### config.mk
export PLATFORM = sky130hd
export DESIGN_NAME = can_err_status
export DESIGN_NICKNAME = d
export VERILOG_FILES = /design/src/rtl/can_err_pkg.sv /design/src/rtl/err_code_latch.sv /design/src/rtl/succ_flag_reg.sv /design/src/rtl/irq_sticky.sv /design/src/rtl/can_err_status.sv
export SDC_FILE = /design/constraint.sdc
export NUM_CORES = 1
export LEC_CHECK = 0
export CORE_MARGIN = 2
export CORE_UTILIZATION = 25
export CTS_CLUSTER_DIAMETER = 100
export CTS_CLUSTER_SIZE = 30
export DETAILED_ROUTE_END_ITERATION = 12
export DONT_BUFFER_PORTS = 1
export SLEW_MARGIN = 20
export SYNTH_ARGS = -nofsm -noshare
export SYNTH_HDL_FRONTEND = slang
export SYNTH_HIERARCHICAL = 1
export SYNTH_SLANG_ARGS = --single-unit
### constraint.sdc
create_clock -name clk -period 1.4 [get_ports clk]
set_clock_uncertainty 0.2 [all_clocks]
set_input_delay 0.28 -clock clk [delete_from_list [all_inputs] [get_ports clk]]
set_output_delay 0.28 -clock clk [all_outputs]
set_load 0.03 [all_outputs]
### src/rtl/can_err_pkg.sv
package can_err_pkg;

  typedef enum logic [2:0] {
    CODE_CLEAN = 3'b000,
    CODE_STUFF = 3'b001,
    CODE_FORM  = 3'b010,
    CODE_NOACK = 3'b011,
    CODE_BIT1  = 3'b100,
    CODE_BIT0  = 3'b101,
    CODE_CRC   = 3'b110,
    CODE_NOCHG = 3'b111
  } err_code_e;

  // Member order is priority order, highest first.
  typedef struct packed {
    logic bit0;
    logic stuff;
    logic crc;
    logic noack;
    logic form;
    logic bit1;
  } err_vec_t;

  function automatic err_code_e pick_code(err_vec_t v);
    if (v.bit0)       return CODE_BIT0;
    else if (v.stuff) return CODE_STUFF;
    else if (v.crc)   return CODE_CRC;
    else if (v.noack) return CODE_NOACK;
    else if (v.form)  return CODE_FORM;
    else if (v.bit1)  return CODE_BIT1;
    else              return CODE_NOCHG;
  endfunction

  function automatic logic code_idle(err_code_e c);
    return (c == CODE_CLEAN) || (c == CODE_NOCHG);
  endfunction

endpackage

### src/rtl/err_code_latch.sv
module err_code_latch
  import can_err_pkg::*;
(
  input  logic      clk,
  input  logic      rst_n,
  input  err_vec_t  err_v,
  input  logic      clean_in,
  input  logic      rd_clr,
  output err_code_e code,
  output logic      accept
);
  err_code_e code_q;
  logic      idle;

  assign idle   = code_idle(code_q);
  assign accept = (|err_v) && idle;
  assign code   = code_q;

  // Precedence: accepted error, then read clear, then clean frame.
  always_ff @(posedge clk) begin
    if (!rst_n)
      code_q <= CODE_NOCHG;
    else if (accept)
      code_q <= pick_code(err_v);
    else if (rd_clr)
      code_q <= CODE_NOCHG;
    else if (clean_in && idle)
      code_q <= CODE_CLEAN;
  end
endmodule

### src/rtl/succ_flag_reg.sv
module succ_flag_reg (
  input  logic clk,
  input  logic rst_n,
  input  logic strobe,
  input  logic wr_en,
  input  logic wr_bit,
  output logic flag,
  output logic evt
);
  logic flag_q;

  assign flag = flag_q;
  assign evt  = strobe || (wr_en && wr_bit && !flag_q);

  always_ff @(posedge clk) begin
    if (!rst_n)      flag_q <= 1'b0;
    else if (strobe) flag_q <= 1'b1;
    else if (wr_en)  flag_q <= wr_bit;
  end
endmodule

### src/rtl/irq_sticky.sv
module irq_sticky (
  input  logic clk,
  input  logic rst_n,
  input  logic ev,
  input  logic en,
  input  logic rd,
  output logic irq
);
  logic irq_q;

  assign irq = irq_q;

  always_ff @(posedge clk) begin
    if (!rst_n)        irq_q <= 1'b0;
    else if (ev && en) irq_q <= 1'b1;
    else if (rd)       irq_q <= 1'b0;
  end
endmodule

### src/rtl/can_err_status.sv
module can_err_status
  import can_err_pkg::*;
#(
  parameter int DATA_W   = 8,
  parameter int SUCC_BIT = 3
) (
  input  logic              clk,
  input  logic              rst_n,
  input  logic              host_rd,
  input  logic              host_wr,
  input  logic [DATA_W-1:0] host_wdata,
  output logic [DATA_W-1:0] host_rdata,
  input  logic              err_bit0,
  input  logic              err_stuff,
  input  logic              err_crc,
  input  logic              err_noack,
  input  logic              err_form,
  input  logic              err_bit1,
  input  logic              frame_clean,
  input  logic              succ_strobe,
  input  logic              swinit,
  input  logic              irq_en,
  output logic              irq
);
  localparam int CODE_W = $bits(err_code_e);

  err_vec_t  err_v;
  err_code_e code;
  logic      err_accept;
  logic      succ_evt;
  logic      succ_flag;
  logic      rd_clr;
  logic      any_evt;

  assign err_v   = '{bit0: err_bit0, stuff: err_stuff, crc: err_crc,
                     noack: err_noack, form: err_form, bit1: err_bit1};
  assign rd_clr  = host_rd && !swinit;
  assign any_evt = err_accept || succ_evt;

  err_code_latch u_code (
    .clk(clk), .rst_n(rst_n), .err_v(err_v), .clean_in(frame_clean),
    .rd_clr(rd_clr), .code(code), .accept(err_accept)
  );

  succ_flag_reg u_succ (
    .clk(clk), .rst_n(rst_n), .strobe(succ_strobe), .wr_en(host_wr),
    .wr_bit(host_wdata[SUCC_BIT]), .flag(succ_flag), .evt(succ_evt)
  );

  irq_sticky u_irq (
    .clk(clk), .rst_n(rst_n), .ev(any_evt), .en(irq_en), .rd(host_rd),
    .irq(irq)
  );

  always_comb begin
    host_rdata                = '0;
    host_rdata[CODE_W-1:0]    = code;
    host_rdata[SUCC_BIT]      = succ_flag;
  end
endmodule

==> impl_metrics.json, run 1 <==
{
  "status": "complete, no violations",
  "ff2ff_path_depth": 5,
  "clockBufferDepth": 2,
  "synth-seq-area-share": 0.268,
  "fillers": 144,
  "yosysWarnings": 6,
  "io_pins": 31,
  "insertion_delay_ps": 230,
  "swShare": 0.404,
  "start_util": 0.276,
  "timing.final.crit_share": 0.999,
  "antenna_found_initial": 0,
  "die_area_mm2": 0.00182,
  "cts_buffers": 3,
  "cts_tree": "done",
  "place_ws_ps": -74.6,
  "drive_gt1_frac": 0.354,
  "path_clk_slew_ps": 50,
  "num_vias": 387,
  "worst_ep_required_time_ps": 1300,
  "first_global_vias": 373,
  "p_comb_frac": 0.554,
  "max_stage_delay_ps": 350,
  "rsz0062_at_grt": "yes",
  "grt_max_degree": 7,
  "r2r-start": "u_code/code[1]",
  "finalHoldViolCount": 0,
  "slew_violations": 0,
  "cts-root-buf": "clkbuf_4",
  "hold_path_depth": 2,
  "grt-ovfl-total": 0,
  "endpoint_kind": "register",
  "routabilityCongestion": 0.860,
  "peakVddDrop_uv": 652,
  "power_switching_uw": 393,
  "clock_sinks": 5,
  "wirelength_um": 949,
  "min_path_type": "in -> reg",
  "synthCells": 50,
  "die_y_um": 42.6,
  "min_to": "u_irq/irq",
  "crit_chain": "nor3_4 -> nor2_4 -> buf_4 -> o21ai_1 -> nand4_1",
  "core_mm2": 0.00135,
  "drc": 0,
  "io_buffers": 0,
  "slowest_stage": "dfxtp_4",
  "antenna_cells": 0,
  "power_density_mw_per_mm2": 1770,
  "firstDrtPassIters": 4,
  "avgSynthCellArea_um2": 7.46,
  "critPathLaunchType": "register",
  "grt.total_usage": 0.0989,
  "clock_power_share": 0.169,
  "setup_violations": 0,
  "syn_area_um2": 373,
  "max_cap_viol_count": 0,
  "post_drt_wl_per_cell_um": 11.9,
  "grt_first_pass_wirelength_mm": 1.36,
  "hp-start": "irq_en",
  "synth.ff_latch_count": 5,
  "r2r-end": "u_code/code[2]",
  "synth.distinct_cells": 22,
  "p_leak_nw": 0.221,
  "intPower_uw": 580,
  "place_hpwl_um": 685,
  "clock.fmax_ghz": 0.715,
  "setup_ws_ps": 1.93,
  "power_frac_seq": 0.277,
  "regArea_um2": 111,
  "multiInputGateArea_um2": 280,
  "via_per_inst": 4.84,
  "htree_levels": 1,
  "final_nets": 88,
  "ff2ff_setup_slack_ps": 2,
  "ant_nets": 0,
  "die_w_um": 42.6,
  "drt_iter0_drc": 9,
  "finalCriticalPeriod_ps": 1400,
  "whs_ps": 9.65,
  "rows": 13,
  "crit_arrival_ps": 1300,
  "path_max_fanout": 4,
  "worstSetupPathType": "reg -> reg",
  "area_growth_pct": 47.3
}
-- critical path: cells and delay by family (launching register included) --
family / cells / cell delay, ps
compound gates: 1 / 150
buf+inv: 1 / 140
flops: 1 / 350
simple gates: 3 / 410
-- per-layer routing --
| layer | global-route usage | wire length [µm] | vias to the layer above |
|---|---|---|---|
| met1 | 0.0946 | 359 | 164 |
| li1 | - | - | 199 |
| met2 | 0.167 | 499 | 22 |
| met4 | 0.0875 | 19 | 0 |
| met5 | 0 | 0 | - |
| met3 | 0.0302 | 70 | 2 |
-- power groups by stage --
stage / Clock (mW) / Sequential [mW] / Combinational [mW]
after floorplan: 0 / 0.330 / 0.228
after global placement: 0 / 0.256 / 0.463
after detailed placement: 0 / 0.257 / 0.462
after CTS: 0.170 / 0.254 / 0.474
after global routing: 0.172 / 0.276 / 0.572
final: 0.164 / 0.270 / 0.539
-- area by class of cell --
type                            count  share of cell area
Multi-Input combinational cell     41               0.510
Sequential cell                     5               0.203
Timing Repair Buffer               13               0.191
Clock buffer                        4              0.0478
Tap cell                           15              0.0342
Inverter                            2              0.0137
-- logic make-up after synthesis --
family                 share of synthesized area
other                                     0.0101
and+or+nand+nor                            0.292
DFF                                        0.268
muxes                                     0.0302
AOI/OAI and AO/OA                          0.278
buffers and inverters                      0.121
-- per-stage QoR --
stage	area [µm²]	total power, mW	instances	util	TNS, ps
after floorplan	420	0.558	53	-	-65.2
after global placement	469	0.719	72	0.348	-116
after detailed placement	469	0.719	72	0.348	-135
after CTS	515	0.898	78	0.382	0
after global routing	549	1.02	80	0.407	-57.4
final	549	0.973	80	0.407	0
-- placed cells by master, fill, tap and decap left out, drive strengths merged, types with 3 or more instances in the layout --
cell type,n
nand2,4
conb,4
nor2b,3
buf,10
dfxtp,5
o21ai,5
dlygate4sd3,3
nor2,4
or3,3
clkbuf,4
o21bai,3
-- timing repair --
item / CTS / global route
buffers inserted: 0 / 1
hold buffers: 2 / 1
endpoints found under the hold margin: 4 / 1
gates resized for setup: 1 / 4
pin swaps: 1 / 3
setup endpoints to repair: 2 / 3
-- cell usage after synthesis --
master     count  area share
a21boi_0       1       0.020
a21boi_2       1       0.030
a21oi_1        1       0.013
and3_1         1       0.017
buf_4          5        0.10
conb_1         1       0.010
dfxtp_1        5        0.27
inv_1          2       0.020
mux2_1         1       0.030
nand2_1        4       0.040
nand2b_1       1       0.017
nand4_1        1       0.017
nor2_1         4       0.040
nor2b_1        3       0.050
nor3_1         2       0.027
nor4_1         1       0.017
o2111ai_1      2       0.047
o21a_1         2       0.040
o21ai_0        5       0.067
o21bai_1       3       0.060
or2_1          1       0.017
or3_1          3       0.050
-- registers in the layout, indices dropped and copies added, names as in the netlist --
signal / count
u_succ/flag: 1
u_irq/irq: 1
u_code/code: 3
-- how the worst max path moves through the flow --
stage,endpoint,from,slack (ps)
final,u_code/code[2],u_code/code[1],2
after global routing,u_code/code[1],u_code/code[1],-20
after detailed placement,u_irq/irq,err_noack,-70
after global placement,u_irq/irq,err_noack,-70
after floorplan,u_irq/irq,err_noack,-70
after CTS,u_code/code[1],u_code/code[0],8
No activity file was read; power rests on OpenSTA's default activity.
==> run 2, diff against run 1 <==
Settings changed: ABC_CLOCK_PERIOD_IN_PS set to 1400, CORE_MARGIN 2 to 1.5.
==> impl_metrics.json, run 2 (synthesis gave the netlist of run 1 again) <==
{
  "clock_sinks": 5,
  "insertion_delay_ps": 240,
  "routabilityCongestion": 0.821,
  "grt.total_usage": 0.117,
  "p_comb_frac": 0.548,
  "layout_common_cells": "buf_4, conb_1, nand2_1, o21ai_0",
  "postLayoutCoreUtil": 0.403,
  "whs_ps": 27.2,
  "clockBufferDepth": 2,
  "drc": 0,
  "setup_violations": 0,
  "endpoint_kind": "register",
  "power_density_mw_per_mm2": 1790,
  "grt_max_degree": 7,
  "grt-ovfl-total": 0,
  "start_util": 0.276,
  "timing.final.crit_share": 0.994,
  "cts-root-buf": "clkbuf_4",
  "status": "complete, no violations",
  "max_stage_delay_ps": 350,
  "fillers": 141,
  "worstSetupPathType": "reg -> reg",
  "die_y_um": 41.6,
  "cp_num_buf_inv": 1,
  "power_switching_uw": 407,
  "antenna_found_initial": 0,
  "antenna_cells": 0,
  "num_vias": 405,
  "peakVddDrop_uv": 662,
  "critPathLaunchType": "register",
  "die_area_mm2": 0.00173,
  "post_drt_wl_per_cell_um": 12.7,
  "drive_gt1_frac": 0.365,
  "cts_buffers": 3,
  "clock_power_share": 0.173,
  "max_cap_viol_count": 0,
  "drt_iter0_drc": 8,
  "hp-start": "host_rd",
  "intPower_uw": 567,
  "path_clk_slew_ps": 40,
  "rows": 13,
  "wirelength_um": 994,
  "final_nets": 86,
  "min_path_type": "in -> reg",
  "path_max_fanout": 5,
  "crit_arrival_ps": 1290,
  "finalCriticalPeriod_ps": 1390,
  "die_w_um": 41.6,
  "largest_reg_flops": 3,
  "worst_ep_required_time_ps": 1300,
  "cp_top_family": "flip-flops",
  "io_buffers": 0,
  "io_pins": 31,
  "cts_tree": "done",
  "core_mm2": 0.00135,
  "regArea_um2": 111,
  "first_global_vias": 357,
  "clock.fmax_ghz": 0.719,
  "rsz0062_at_grt": "yes",
  "area_growth_pct": 46.0,
  "grt_first_pass_wirelength_mm": 1.54,
  "multiInputGateArea_um2": 290,
  "htree_levels": 1,
  "place_hpwl_um": 677,
  "firstDrtPassIters": 4,
  "final_common_cell": "buf_4",
  "startpoint": "u_code/code[0]",
  "swShare": 0.418,
  "final_cells": 78,
  "ant_nets": 0,
  "finalHoldViolCount": 0,
  "slew_violations": 0,
  "place_inst": 71,
  "via_per_inst": 5.19,
  "p_leak_nw": 0.214,
  "r2r-start": "u_code/code[0]",
  "fin_tns_setup_ps": 0,
  "power_frac_seq": 0.278,
  "slowest_stage": "dfxtp_4",
  "crit_chain": "nor3_4 -> nor2_4 -> buf_4 -> o21ai_2 -> o2111ai_2"
}
## run 2: power groups by stage
stage	clock network (mW)	registers (mW)	logic [mW]
floorplan	0	0.330	0.228
global placement	0	0.254	0.453
detailed placement	0	0.257	0.456
CTS	0.175	0.272	0.508
global route	0.185	0.278	0.577
finish	0.169	0.271	0.534
## run 2: through the flow
stage | total power, mW | cell area (µm²) | setup WS, ps
after floorplan | 0.558 | 420 | -65.2
after global placement | 0.707 | 462 | -81.8
after detailed placement | 0.713 | 462 | -110
after CTS | 0.956 | 534 | 22.6
after global routing | 1.04 | 544 | -88.7
final | 0.974 | 544 | 8.69
## run 2: routing by layer
metal  share of wire  vias to the layer above  GRT usage  wire length [µm]
met1            0.36                      185      0.124               357
met2            0.55                       25      0.206               543
met4               0                        0     0.0387                 0
met5               0                        -          0                 0
met3           0.093                        0     0.0522                92
li1                -                      195          -                 -
## run 2: path summary, 6_finish.rpt
kind	slack, ps	cells after the start	end
max	9	5	u_code/code[1]
min	30	2	u_irq/irq
max reg2reg	9	5	u_code/code[1]
min reg2reg	430	2	u_irq/irq
## run 2: area by class of cell
type	count	area share
tap	15	0.0345
multi-input combinational	41	0.533
clock buffer	4	0.0483
timing repair buffer	11	0.166
sequential	5	0.205
inverter	2	0.0138
## run 2: timing repair
action,4_1_cts,5_1_grt
setup endpoints to repair,2,2
pin swaps,1,4
hold buffers,3,0
buffers inserted,0,0
hold endpoints to repair,5,0
gates resized for setup,4,2
==> run 3, diff against run 2 <==
Settings changed: CTS_BUF_LIST set to sky130_fd_sc_hd__clkbuf_4.
==> impl_metrics.json, run 3 (synthesis gave the netlist of run 1 again) <==
{
  "status": "complete, no violations",
  "io_buffers": 0,
  "drt_iter0_drc": 13,
  "grt-ovfl-total": 0,
  "hp-start": "host_rd",
  "path_max_fanout": 5,
  "max_cap_viol_count": 0,
  "p_comb_frac": 0.546,
  "crit_arrival_ps": 1330,
  "p_leak_nw": 0.219,
  "grt_first_pass_wirelength_mm": 1.51,
  "area_growth_pct": 48.0,
  "finalHoldViolCount": 0,
  "die_area_mm2": 0.00173,
  "cts_tree": "done",
  "ff2ff_path_depth": 6,
  "setup_violations": 0,
  "setup_ws_ps": 1.92,
  "drive_gt1_frac": 0.381,
  "place_inst": 71,
  "core_mm2": 0.00135,
  "insertion_delay_ps": 240,
  "power_switching_uw": 410,
  "rows": 13,
  "cts-root-buf": "clkbuf_4",
  "power_density_mw_per_mm2": 1830,
  "endpoint_kind": "register",
  "firstDrtPassIters": 4,
  "final_common_cell": "buf_4",
  "r2r-end": "u_irq/irq",
  "largest_reg_flops": 3,
  "rsz0062_at_grt": "yes",
  "final_cells": 78,
  "postLayoutCoreUtil": 0.409,
  "peakVddDrop_uv": 671,
  "clock.fmax_ghz": 0.715,
  "slew_violations": 0,
  "min_to": "u_irq/irq",
  "place_hpwl_um": 677,
  "antenna_found_initial": 0,
  "final_nets": 86,
  "num_vias": 413,
  "dpl_cell_area_um2": 462,
  "via_per_inst": 5.29,
  "start_util": 0.276,
  "worst_ep_required_time_ps": 1330,
  "r2r-start": "u_code/code[1]",
  "post_drt_wl_per_cell_um": 13.0,
  "finalPower_mw": 1.01,
  "layout_common_cells": "buf_4, conb_1, clkbuf_4, nand2_1, o21ai_0",
  "power_frac_seq": 0.268,
  "drc": 0,
  "finalCriticalPeriod_ps": 1400,
  "worstSetupPathType": "reg -> reg",
  "grt.total_usage": 0.116,
  "place_ws_ps": -110,
  "die_y_um": 41.6,
  "clock_power_share": 0.186,
  "clockBufferDepth": 2,
  "die_w_um": 41.6,
  "clock_sinks": 5,
  "whs_ps": 32.2,
  "timing.final.crit_share": 0.999,
  "critPathLaunchType": "register",
  "ant_nets": 0,
  "swShare": 0.406,
  "cts_buffers": 3,
  "stdcell_area_um2": 552,
  "wirelength_mm": 1.02,
  "htree_levels": 1,
  "hold_path_depth": 2,
  "post_cts_buffers": 0,
  "intPower_uw": 599,
  "routabilityCongestion": 0.821,
  "fin_tns_setup_ps": 0,
  "io_pins": 31,
  "min_path_type": "in -> reg",
  "antenna_cells": 0,
  "first_global_vias": 356,
  "path_clk_slew_ps": 40,
  "grt_max_degree": 7,
  "ff2ff_setup_slack_ps": 2
}
## run 3: worst max path at each step
stage / cells after the start / to / startpoint
after floorplan: 6 / u_irq/irq / err_noack
after global placement: 5 / u_code/code[1] / err_noack
after detailed placement: 5 / u_code/code[1] / err_noack
after CTS: 6 / u_irq/irq / u_code/code[1]
after global routing: 5 / u_code/code[1] / err_noack
final: 6 / u_irq/irq / u_code/code[1]
## run 3: per-layer routing
| metal | global-route usage | part of all wire | wire length [µm] |
|---|---|---|---|
| met5 | 0 | 0 | 0 |
| met2 | 0.203 | 0.54 | 547 |
| met4 | 0.0387 | 0 | 0 |
| met3 | 0.0522 | 0.086 | 87 |
| met1 | 0.121 | 0.37 | 379 |
## run 3: timing repair
item	in CTS	in global routing
hold buffers	3	0
gates resized for setup	4	3
endpoints found under the setup margin	2	2
pin swaps	1	4
hold endpoints to repair	5	0
## run 3: cell type report
cell class,count,area (µm²)
Clock buffer,4,30.0
Timing Repair Buffer,11,93.8
Inverter,2,7.51
Multi-Input combinational cell,41,290
Tap cell,15,18.8
Fill cell,138,798
Sequential cell,5,111
## run 3: power by group through the flow
| stage | clock network, mW | registers [mW] | logic (mW) |
|---|---|---|---|
| 3_3_place_gp | 0 | 0.254 | 0.453 |
| 3_5_place_dp | 0 | 0.257 | 0.456 |
| 5_1_grt | 0.204 | 0.278 | 0.594 |
| 2_1_floorplan | 0 | 0.330 | 0.228 |
| 6_report | 0.187 | 0.271 | 0.551 |
| 4_1_cts | 0.194 | 0.272 | 0.509 |
## run 3: worst max-delay path, cell delays in order, from the launching register on
cell and delay (ps):
dfxtp_4 350, and3_4 190, nor2_4 120, nor2_1 60
or2_1 210, nand2_1 100, a21boi_2 60
